<file path="config.mk">
export PLATFORM = sky130hd
export DESIGN_NAME = uart_irq_ident
export DESIGN_NICKNAME = d
export VERILOG_FILES = /design/src/rtl/uart_irq_pkg.sv /design/src/rtl/uart_irq_enable_reg.sv /design/src/rtl/uart_irq_thre_track.sv /design/src/rtl/uart_irq_prio.sv /design/src/rtl/uart_irq_ident.sv
export SDC_FILE = /design/constraint.sdc
export NUM_CORES = 1
export LEC_CHECK = 0
export BUFFER_PORTS_ARGS = -buffer_cell sky130_fd_sc_hd__buf_2
export CORE_MARGIN = 2
export CORE_UTILIZATION = 35
export CTS_BUF_LIST = sky130_fd_sc_hd__clkbuf_8
export DETAILED_ROUTE_END_ITERATION = 10
export PLACE_DENSITY = 0.81
export SYNTH_ARGS = -nofsm -noshare
export SYNTH_HDL_FRONTEND = slang
export SYNTH_SLANG_ARGS = --single-unit
</file>
<file path="constraint.sdc">
create_clock -name clk -period 1.4 [get_ports clk]
set_input_delay 0.21 -clock clk [delete_from_list [all_inputs] [get_ports clk]]
set_output_delay 0.21 -clock clk [all_outputs]
set_load 0.02 [all_outputs]
</file>
<file path="src/rtl/uart_irq_pkg.sv">
// Package: shared codes, enable-bit positions and source ordering for the
// UART interrupt identification block.
// Assumes: four enable bits, five interrupt sources, 4-bit identification codes.
package uart_irq_pkg;

    localparam int BUS_W   = 8;
    localparam int EN_W    = 4;
    localparam int NUM_SRC = 5;

    // Enable bit positions (decoded by software, so fixed)
    localparam int IE_RXDATA = 0;
    localparam int IE_THRE   = 1;
    localparam int IE_LINE   = 2;
    localparam int IE_MODEM  = 3;

    // Error bits of the line-status byte that raise a line-status cause
    localparam logic [BUS_W-1:0] LINE_ERR_MASK = 8'h1E;
    localparam int LS_DREADY = 0;

    // Value of the two top identification bits while FIFOs are on
    localparam logic [1:0] FIFO_ON_FLAG = 2'b11;

    typedef enum logic [3:0] {
        CODE_MODEM   = 4'h0,
        CODE_NONE    = 4'h1,
        CODE_THRE    = 4'h2,
        CODE_RXDATA  = 4'h4,
        CODE_LINE    = 4'h6,
        CODE_TIMEOUT = 4'hC
    } irq_code_e;

    // Source index = priority rank, 0 is most urgent
    localparam int SRC_LINE    = 0;
    localparam int SRC_TIMEOUT = 1;
    localparam int SRC_RXDATA  = 2;
    localparam int SRC_THRE    = 3;
    localparam int SRC_MODEM   = 4;

    function automatic irq_code_e src_code(input int idx);
        case (idx)
            SRC_LINE:    return CODE_LINE;
            SRC_TIMEOUT: return CODE_TIMEOUT;
            SRC_RXDATA:  return CODE_RXDATA;
            SRC_THRE:    return CODE_THRE;
            SRC_MODEM:   return CODE_MODEM;
            default:     return CODE_NONE;
        endcase
    endfunction

endpackage

</file>
<file path="src/rtl/uart_irq_enable_reg.sv">
// Module: interrupt enable register.
// Stores only the low EN_W bits of a bus write and flags a change of the
// transmit-empty enable bit so the pending tracker can resample.
// Assumes: one write strobe per access, synchronous active-low reset.
module uart_irq_enable_reg
    import uart_irq_pkg::*;
(
    input  logic             clk,
    input  logic             rst_n,
    input  logic             we,
    input  logic [BUS_W-1:0] wdata,
    output logic [EN_W-1:0]  en_q,
    output logic             thre_toggle,
    output logic             thre_next
);

    logic [BUS_W-EN_W-1:0] unused_hi;
    assign unused_hi = wdata[BUS_W-1:EN_W];

    // Detect a write that flips the transmit-empty enable
    always_comb begin
        thre_next   = wdata[IE_THRE];
        thre_toggle = we && (wdata[IE_THRE] != en_q[IE_THRE]);
    end

    // Hold the enable bits
    always_ff @(posedge clk) begin
        if (!rst_n)
            en_q <= '0;
        else if (we)
            en_q <= wdata[EN_W-1:0];
    end


    en_load_chk: assert property (@(posedge clk) disable iff (!rst_n)
        we |=> en_q == $past(wdata[EN_W-1:0]));

endmodule

</file>
<file path="src/rtl/uart_irq_thre_track.sv">
// Module: sticky transmit-empty pending flag.
// Set on a rising holding-empty edge while enabled, dropped while the holding
// register is full, consumed by an identification read that shows it, and
// resampled whenever the enable bit changes.
// Assumes: thr_empty is 1 out of reset.
module uart_irq_thre_track (
    input  logic clk,
    input  logic rst_n,
    input  logic thre_en,
    input  logic en_toggle,
    input  logic en_next,
    input  logic thr_empty,
    input  logic id_read,
    input  logic shown_thre,
    output logic pend_q
);

    logic empty_d;

    // Remember last holding-empty level for edge detection
    always_ff @(posedge clk) begin
        if (!rst_n)
            empty_d <= 1'b1;
        else
            empty_d <= thr_empty;
    end

    // Update the pending flag; enable change has the final word
    always_ff @(posedge clk) begin
        if (!rst_n)
            pend_q <= 1'b0;
        else if (en_toggle)
            pend_q <= en_next && thr_empty;
        else if (!thr_empty)
            pend_q <= 1'b0;
        else if (!empty_d && thre_en)
            pend_q <= 1'b1;
        else if (id_read && shown_thre)
            pend_q <= 1'b0;
    end


    read_clear_chk: assert property (@(posedge clk) disable iff (!rst_n)
        (id_read && shown_thre && !en_toggle) |=> !pend_q);


    rearm_chk: assert property (@(posedge clk) disable iff (!rst_n)
        en_toggle |=> pend_q == ($past(en_next) && $past(thr_empty)));


    pend_gated_chk: assert property (@(posedge clk) disable iff (!rst_n)
        !thre_en |-> !pend_q);

endmodule

</file>
<file path="src/rtl/uart_irq_prio.sv">
// Module: fixed-priority picker.
// Grants the lowest-indexed active request and returns its code, or the
// no-interrupt code when nothing requests.
// Assumes: request index equals priority rank (package ordering).
module uart_irq_prio
    import uart_irq_pkg::*;
(
    input  logic [NUM_SRC-1:0] req,
    output irq_code_e          code
);

    logic [NUM_SRC-1:0] grant;

    for (genvar i = 0; i < NUM_SRC; i++) begin : g_grant
        if (i == 0) begin : g_top
            assign grant[i] = req[i];
        end else begin : g_rest
            assign grant[i] = req[i] && !(|req[i-1:0]);
        end
    end

    // Translate the single grant into an identification code
    always_comb begin
        code = CODE_NONE;
        for (int i = 0; i < NUM_SRC; i++)
            if (grant[i]) code = src_code(i);
    end


    always_comb begin
        one_grant_chk: assert ($onehot0(grant));
    end

endmodule

</file>
<file path="src/rtl/uart_irq_ident.sv">
// Module: UART interrupt identification and request (top).
// Gathers the five interrupt causes, gates them with the enable bits, picks
// the most urgent and forms the identification byte and the request line.
// Assumes: status inputs are already synchronous to clk; FIFO_DEPTH sets the
// width of the level and trigger inputs.
module uart_irq_ident
    import uart_irq_pkg::*;
#(
    parameter int FIFO_DEPTH = 16,
    localparam int LVL_W = $clog2(FIFO_DEPTH + 1)
) (
    input  logic             clk,
    input  logic             rst_n,
    input  logic             ier_we,
    input  logic [BUS_W-1:0] ier_wdata,
    output logic [EN_W-1:0]  ier_q,
    input  logic             id_read,
    input  logic [BUS_W-1:0] line_status,
    input  logic             rx_timeout,
    input  logic             fifo_en,
    input  logic [LVL_W-1:0] rx_level,
    input  logic [LVL_W-1:0] rx_trigger,
    input  logic             thr_empty,
    input  logic [BUS_W-1:0] modem_status,
    output logic             irq,
    output logic [BUS_W-1:0] id_byte
);

    logic               thre_toggle, thre_next, thre_pend;
    logic [NUM_SRC-1:0] req;
    irq_code_e          code;
    logic [3:0]         unused_msr_hi;

    assign unused_msr_hi = modem_status[7:4];

    uart_irq_enable_reg u_en (
        .clk         (clk),
        .rst_n       (rst_n),
        .we          (ier_we),
        .wdata       (ier_wdata),
        .en_q        (ier_q),
        .thre_toggle (thre_toggle),
        .thre_next   (thre_next)
    );

    uart_irq_thre_track u_thre (
        .clk        (clk),
        .rst_n      (rst_n),
        .thre_en    (ier_q[IE_THRE]),
        .en_toggle  (thre_toggle),
        .en_next    (thre_next),
        .thr_empty  (thr_empty),
        .id_read    (id_read),
        .shown_thre (code == CODE_THRE),
        .pend_q     (thre_pend)
    );

    // Form the gated cause vector in priority order
    always_comb begin
        req              = '0;
        req[SRC_LINE]    = ier_q[IE_LINE] && |(line_status & LINE_ERR_MASK);
        req[SRC_TIMEOUT] = ier_q[IE_RXDATA] && rx_timeout;
        req[SRC_RXDATA]  = ier_q[IE_RXDATA] && line_status[LS_DREADY] &&
                           (!fifo_en || (rx_level >= rx_trigger));
        req[SRC_THRE]    = ier_q[IE_THRE] && thre_pend;
        req[SRC_MODEM]   = ier_q[IE_MODEM] && |modem_status[3:0];
    end

    uart_irq_prio u_prio (
        .req  (req),
        .code (code)
    );

    // Build the identification byte and the request line
    always_comb begin
        id_byte = {(fifo_en ? FIFO_ON_FLAG : 2'b00), 2'b00, code};
        irq     = (code != CODE_NONE);
    end


    line_first_chk: assert property (@(posedge clk) disable iff (!rst_n)
        (ier_q[IE_LINE] && |(line_status & LINE_ERR_MASK)) |-> id_byte[3:0] == 4'h6);


    modem_last_chk: assert property (@(posedge clk) disable iff (!rst_n)
        (id_byte[3:0] == 4'h0) |-> (ier_q[IE_MODEM] && !irq == 1'b0));


    reset_quiet_chk: assert property (@(posedge clk)
        !rst_n |=> (!irq && ier_q == '0));

endmodule

</file>
After elaboration in Yosys (flattened, before gate mapping)
Index checks and enable logic that the tools add are counted.
Widths: inputs -> output; s select.
{ "totals": {"output_inout_bits": 13, "reg_bits": 6, "inputBits": 41, "elab_cells": 44} }
{ "classes": {"reduce_logical": 26, "n_lt_le_gt_ge": 1, "n_mux": 10, "eq_ne": 4} }
{ "ops": {"columns": ["cell", "count"], "rows": [
  ["$mux 4", 4],
  ["$logic_and 1x1->1", 14],
  ["$reduce_or 4->1", 3],
  ["$ne 4x1->1 const B", 2],
  ["$logic_not 1->1", 6],
  ["$ge 5x5->1", 1],
  ["$eq 4x2->1 const B", 1],
  ["$mux 1", 4],
  ["$mux 3", 1],
  ["$reduce_or 3->1", 1],
  ["$mux 2", 1],
  ["$reduce_or 2->1", 1],
  ["$logic_or 1x1->1", 1],
  ["$ne 1x1->1", 1]
]} }

Longest topological paths before layout
{ "logic_depth": {"word_depth": 14, "depth_mapped": 6, "depth_no_buf": 6} }

By module
Synthesis repeated with hierarchy kept, for this count alone.
{ "hier_totals": {"hier_cells": 58, "area_unflattened_um2": 518.0} }
{ "modules_own_cells": {"columns": ["mod", "area_per_inst_um2", "seq_area_each_um2", "cells_each", "instances"], "rows": [
  ["uart_irq_ident", 216.5, 0.0, 29, 1],
  ["uart_irq_enable_reg", 180.2, 80.1, 16, 1],
  ["uart_irq_thre_track", 82.6, 40.0, 8, 1],
  ["uart_irq_prio", 38.8, 0.0, 5, 1]
]} }

Worst setup path after synthesis
Ideal clock, no wire load.
{ "synth_path": {"path_type": "input to output", "from": "input port line_status[2]", "to": "output port id_byte[0]", "arrival_ns": 1.211, "setup_slack_ns": -0.021, "t_required_ns": 1.190, "cell_stages": 3, "cell_sequence": "o41a_1 -> nor3b_2 -> and4_1"} }
{ "synth_between": {"elab_chain_cells": 8, "word_cells_on_any_way": 18, "cone_classes": "mux: 5; reduce/logical: 13"} }
{ "synth_rtl": {"columns": ["element", "line", "rtl"], "rows": [
  ["start: declaration", "uart_irq_ident.sv:18", "input logic [BUS_W-1:0] line_status,"],
  ["$reduce_or 4->1 *", "uart_irq_ident.sv:61", "req[SRC_LINE] = ier_q[IE_LINE] && |(line_status & LINE_ERR_MASK);"],
  ["$logic_and 1x1->1 *", "uart_irq_ident.sv:61", null],
  ["$logic_not 1->1 or $reduce_or 2->1 (tied branches)", "uart_irq_prio.sv:18", "assign grant[i] = req[i] && !(|req[i-1:0]);"],
  ["$logic_and 1x1->1 or $logic_not 1->1 (tied branches)", "uart_irq_prio.sv:18", null],
  ["$mux 4 or $logic_and 1x1->1 (tied branches)", "uart_irq_prio.sv:26, uart_irq_prio.sv:18", null],
  ["$mux 4 (2 in series)", "uart_irq_prio.sv:26", "if (grant[i]) code = src_code(i);"],
  ["$mux 4 *", "uart_irq_prio.sv:26", null],
  ["end: declaration", "uart_irq_ident.sv:26", "output logic [BUS_W-1:0] id_byte"]
]} }
Mark *: on every way between the ends. The rest lies on a longest branch, timed or not.

Worst setup path after layout
{ "layout_path": {"from": "input port line_status[3]", "to": "output port irq"} }
{ "layout_between": {"elab_chain_cells": 9, "word_cells_on_any_way": 19, "cone_classes": "eq/ne: 1; mux: 5; reduce/logical: 13"} }
{ "layout_rtl": {"columns": ["element", "line", "rtl"], "rows": [
  ["$reduce_or 4->1 *", "uart_irq_ident.sv:61", null],
  ["$logic_and 1x1->1 *", "uart_irq_ident.sv:61", null],
  ["$logic_not 1->1 or $reduce_or 2->1 (tied branches)", "uart_irq_prio.sv:18", null],
  ["$logic_and 1x1->1 or $logic_not 1->1 (tied branches)", "uart_irq_prio.sv:18", null],
  ["$mux 4 or $logic_and 1x1->1 (tied branches)", "uart_irq_prio.sv:26, uart_irq_prio.sv:18", null],
  ["$mux 4 (2 in series)", "uart_irq_prio.sv:26", null],
  ["$mux 4 *", "uart_irq_prio.sv:26", null],
  ["$ne 4x1->1 *", "uart_irq_ident.sv:77", "irq = (code != CODE_NONE);"],
  ["end: declaration", "uart_irq_ident.sv:25", "output logic irq,"]
]} }
Marks and branches as above.

==> results.md <==
- Setup violations remaining at the end of the flow were counted as 4.
- The number of placed instances, taps included is 117.
- The flop and latch count out of synthesis is 6.
- The worst register-to-register path has a setup slack of 0.13 ns.
- The remaining number of nets flagged by the antenna check after routing is 0.
- The critical path starts at line_status[3].
- In the final design database the tool counted 155 nets.
- Of the post-synthesis cell area, the dominant cell type holds 23.8%.
- The number of buffers inserted by hold repair at cts is 0.
- The synthesized design spends more area on one cell type than any other, namely sky130_fd_sc_hd__dfxtp_1.
- Of the cells placed in the final design, the portion with a size suffix greater than 1 is 61.7%.
- Wires add up to 1540 um.
- The data required time of the worst path is 1.19 ns.
- The path with the worst hold slack has its endpoint at u_thre.empty_d.
- The worst hold path passes through 2 cells.
- The global routing usage on met2 is 35.9%.
- On the final layout, the worst hold slack is 0.183 ns.
- The data arrival time of the worst path is 1.34 ns.
- The worst clock skew is 0.00308 ns.
- The placeable core region is 1320 sq um.
- The number of diodes added for antenna fixing is 0.
- The power density of the placed cells is 775 nW/um^2.
- Clock-pin slew was measured on the worst setup and hold paths at 0.04 ns.
- For met1 alone, demand over resource in global routing was 17.1%.
- Entering global routing, the biggest net connects 8 pins.
- CTS saw 6 sinks.
- In this run the static leakage power is 0.473 nW.
- In the final routed layout, each cell accounts on average for 12.6 um.
- The kind of start point of the critical path is an input pin.
- The number of endpoints with negative hold slack in the final report came to 0.
- The worst reg2reg path endpoint is u_thre.pend_q.
- The synthesis-to-finish area growth is 76.5%.
- Adding up every negative setup slack in the final design gives -0.506 ns.
- The clock tree root buffer cell is sky130_fd_sc_hd__clkbuf_8.
- The number of different library cells used by synthesis comes to 25.
- In this run the most critical hold path is launched from thr_empty.
- After detailed placement, the total cell area comes to 733 sq um.
- The checks that failed: setup timing.
- The first TritonRoute pass finished after 4 iterations.
- The worst setup path is of the input pin to primary output kind.
- In this run the worst path has a maximum fanout of 2.
- The clock tree from TritonCTS is yes.
- For this run, the top clock speed supported by timing is 643 MHz.
- The number of global-route vias before repair was 610.
- The synthesized instance count is 61.
- The clock reaches the later pin of the worst-skew pair after 0.22 ns.
- Setup repair after global routing could not meet its margin everywhere.
- The post-layout worst setup margin is -0.154 ns.
- The die is 42.0 um tall.
- Sequential elements use 23.8% of the synthesized area.
- The number of CTS-inserted buffers is 3.
- The most utilized layer in the global route result is met2.
- Detailed routing inserted a total of 611 vias.
- The flow ran to the end, but the final reports show violations.
- The cell count of the worst reg-to-reg path is 4.
- The deepest clock path buffer count is 2.
- The HPWL after detailed placement is 1130 um.
- The placer congestion estimate is 0.789.
- For this run, the number of standard cells in the final layout without fillers is 122.
- The number of ports placed on the die boundary is 54.
- With fillers left out, the area of the finished cells amounts to 892 sq um.
- The die covers 1760 sq um.
- The combined area of all synthesized cells is 505 sq um.
- The global-route congestion overflow total is 0.
- The post-route minimum period is 1.55 ns.
- The number of slew-limit violations in the final report came to 0.
- The first global-routing pass estimated 2580 um of wire.
- The max-capacitance violation count is 0.
- The number of antenna violations at the first check in global routing came to 0.
- STA classifies the critical path endpoint as a primary output.
- The die is 42.0 um wide.
- The iteration-0 DRC count of the detailed router is 2.
- During placement, the flow inserted port buffers numbering 40.
- The maximum level of the CTS H-tree is 1.
- The reg-to-reg startpoint is u_en.en_q[1].
- Global routing used 4.31% of the available met3 tracks.
- The number of standard-cell rows in the floorplan is 13.
- In the post-synthesis netlist, the biggest area contributors are sky130_fd_sc_hd__dfxtp_1 (24%), sky130_fd_sc_hd__ha_1 (12%), sky130_fd_sc_hd__mux2i_1 (7.9%).
- The via-per-instance ratio is 5.01.
- The starting utilization of the core area is 38.4%.
- Across every metal layer, demand over resource in global routing totals 19.8%.
- The final critical path takes up 111% of the cycle.
- The path category of the worst min-delay check is input pin to flip-flop.
- The worst supply voltage drop on vdd is 0.532 mV.
- After detailed routing, the number of remaining DRC violations is 0.
- The count of synthesis-stage warnings from yosys is 0.
- The post-synthesis area per instance is 8.29 sq um.
-- layout make-up --
cell class / count / area [sq um]
Clock buffer: 3 / 41.3
Fill cell: 115 / 425
Inverter: 7 / 26.3
Multi-Input combinational cell: 43 / 378
Sequential cell: 6 / 121
Tap cell: 15 / 18.8
Timing Repair Buffer: 48 / 307
-- cells in the mapped netlist --
master,count
sky130_fd_sc_hd__nand4_1,2
sky130_fd_sc_hd__o41a_1,1
sky130_fd_sc_hd__nor4b_1,1
sky130_fd_sc_hd__a21oi_1,3
sky130_fd_sc_hd__nor2b_1,4
sky130_fd_sc_hd__nor2_1,1
sky130_fd_sc_hd__o41ai_1,1
sky130_fd_sc_hd__and4_1,1
sky130_fd_sc_hd__buf_4,5
sky130_fd_sc_hd__inv_1,7
sky130_fd_sc_hd__a41o_2,1
sky130_fd_sc_hd__a21o_1,1
sky130_fd_sc_hd__a31oi_1,2
sky130_fd_sc_hd__mux2i_1,4
sky130_fd_sc_hd__dfxtp_1,6
sky130_fd_sc_hd__buf_2,1
sky130_fd_sc_hd__a211oi_1,1
sky130_fd_sc_hd__nand2_1,7
sky130_fd_sc_hd__nand2b_1,2
sky130_fd_sc_hd__a31oi_2,1
sky130_fd_sc_hd__conb_1,1
sky130_fd_sc_hd__xor2_1,1
sky130_fd_sc_hd__ha_1,5
sky130_fd_sc_hd__nor3b_2,1
sky130_fd_sc_hd__nand3_1,1
-- flip-flops by register name (all words and copies together) (netlist names) --
register / count
u_thre.empty_d: 1
u_thre.pend_q: 1
u_en.en_q: 4
-- routing by layer --
metal  up-vias  share of wire [%]  wire, um
met5         -                  0         0
met4         0                6.1        94
met3        10                8.3       128
met2        35                 55       842
met1       265                 31       471
li1        301                  -         -
-- cell usage in the layout (no fill, tap or decap), types with 3 or more instances in the layout --
cell / n
sky130_fd_sc_hd__buf_2: 32
sky130_fd_sc_hd__buf_4: 9
sky130_fd_sc_hd__buf_6: 7
sky130_fd_sc_hd__nand2_1: 6
sky130_fd_sc_hd__inv_1: 5
sky130_fd_sc_hd__dfxtp_1: 5
sky130_fd_sc_hd__mux2i_1: 4
sky130_fd_sc_hd__nor2b_1: 4
sky130_fd_sc_hd__ha_1: 3
sky130_fd_sc_hd__clkbuf_8: 3
-- how the worst max path moves through the flow --
stage	end	slack (ns)	cells after the start
2_1_floorplan	id_byte[0]	0.01	3
3_3_place_gp	id_byte[1]	-0.19	8
3_5_place_dp	irq	-0.22	8
4_1_cts	irq	-0.14	6
5_1_grt	irq	-0.22	6
6_report	irq	-0.15	6
-- power breakdown --
part	switching, W	total (W)	internal, W	leakage (nW)
logic	0.000115	0.000243	0.000128	0.402
clock network	0.0000719	0.000256	0.000184	0.0216
registers	0.00000993	0.000192	0.000182	0.0499
total	0.000197	0.000692	0.000495	0.473
-- worst max-delay path, stage by stage --
cell and delay [ns]:
sky130_fd_sc_hd__buf_6 0.09, sky130_fd_sc_hd__o41a_1 0.44, sky130_fd_sc_hd__nor3b_2 0.22, sky130_fd_sc_hd__buf_4 0.14
sky130_fd_sc_hd__nand4_1 0.07, sky130_fd_sc_hd__buf_4 0.18
-- metrics by stage --
step | util, % | setup WS, ns | power [W]
final | 67.7 | -0.154 | 0.000692
after global routing | 67.7 | -0.218 | 0.000735
after CTS | 65.8 | -0.142 | 0.000691
after detailed placement | 55.7 | -0.216 | 0.000389
after global placement | 55.7 | -0.186 | 0.000381
after floorplan | - | 0.00958 | 0.000308
-- kinds of logic after synthesis --
| kind of cell | Yosys count | synth area share [%] |
|---|---|---|
| AO/OA/AOI/OAI | 11 | 17.1 |
| XOR/XNOR | 1 | 1.73 |
| adder cells (fa/ha/maj) | 5 | 12.4 |
| buffers and inverters | 13 | 13.6 |
| flip-flops | 6 | 23.8 |
| multiplexers | 4 | 7.92 |
| other | 1 | 0.742 |
| AND/OR/NAND/NOR | 20 | 22.8 |
-- what timing repair did --
item / CTS / global route
pin swaps: 10 / 2
setup endpoints to repair: 4 / 6
gates cloned: 0 / 0
setup buffers: 1 / 1
gates resized for setup: 19 / 4
No activity file was read; power rests on OpenSTA's default activity.
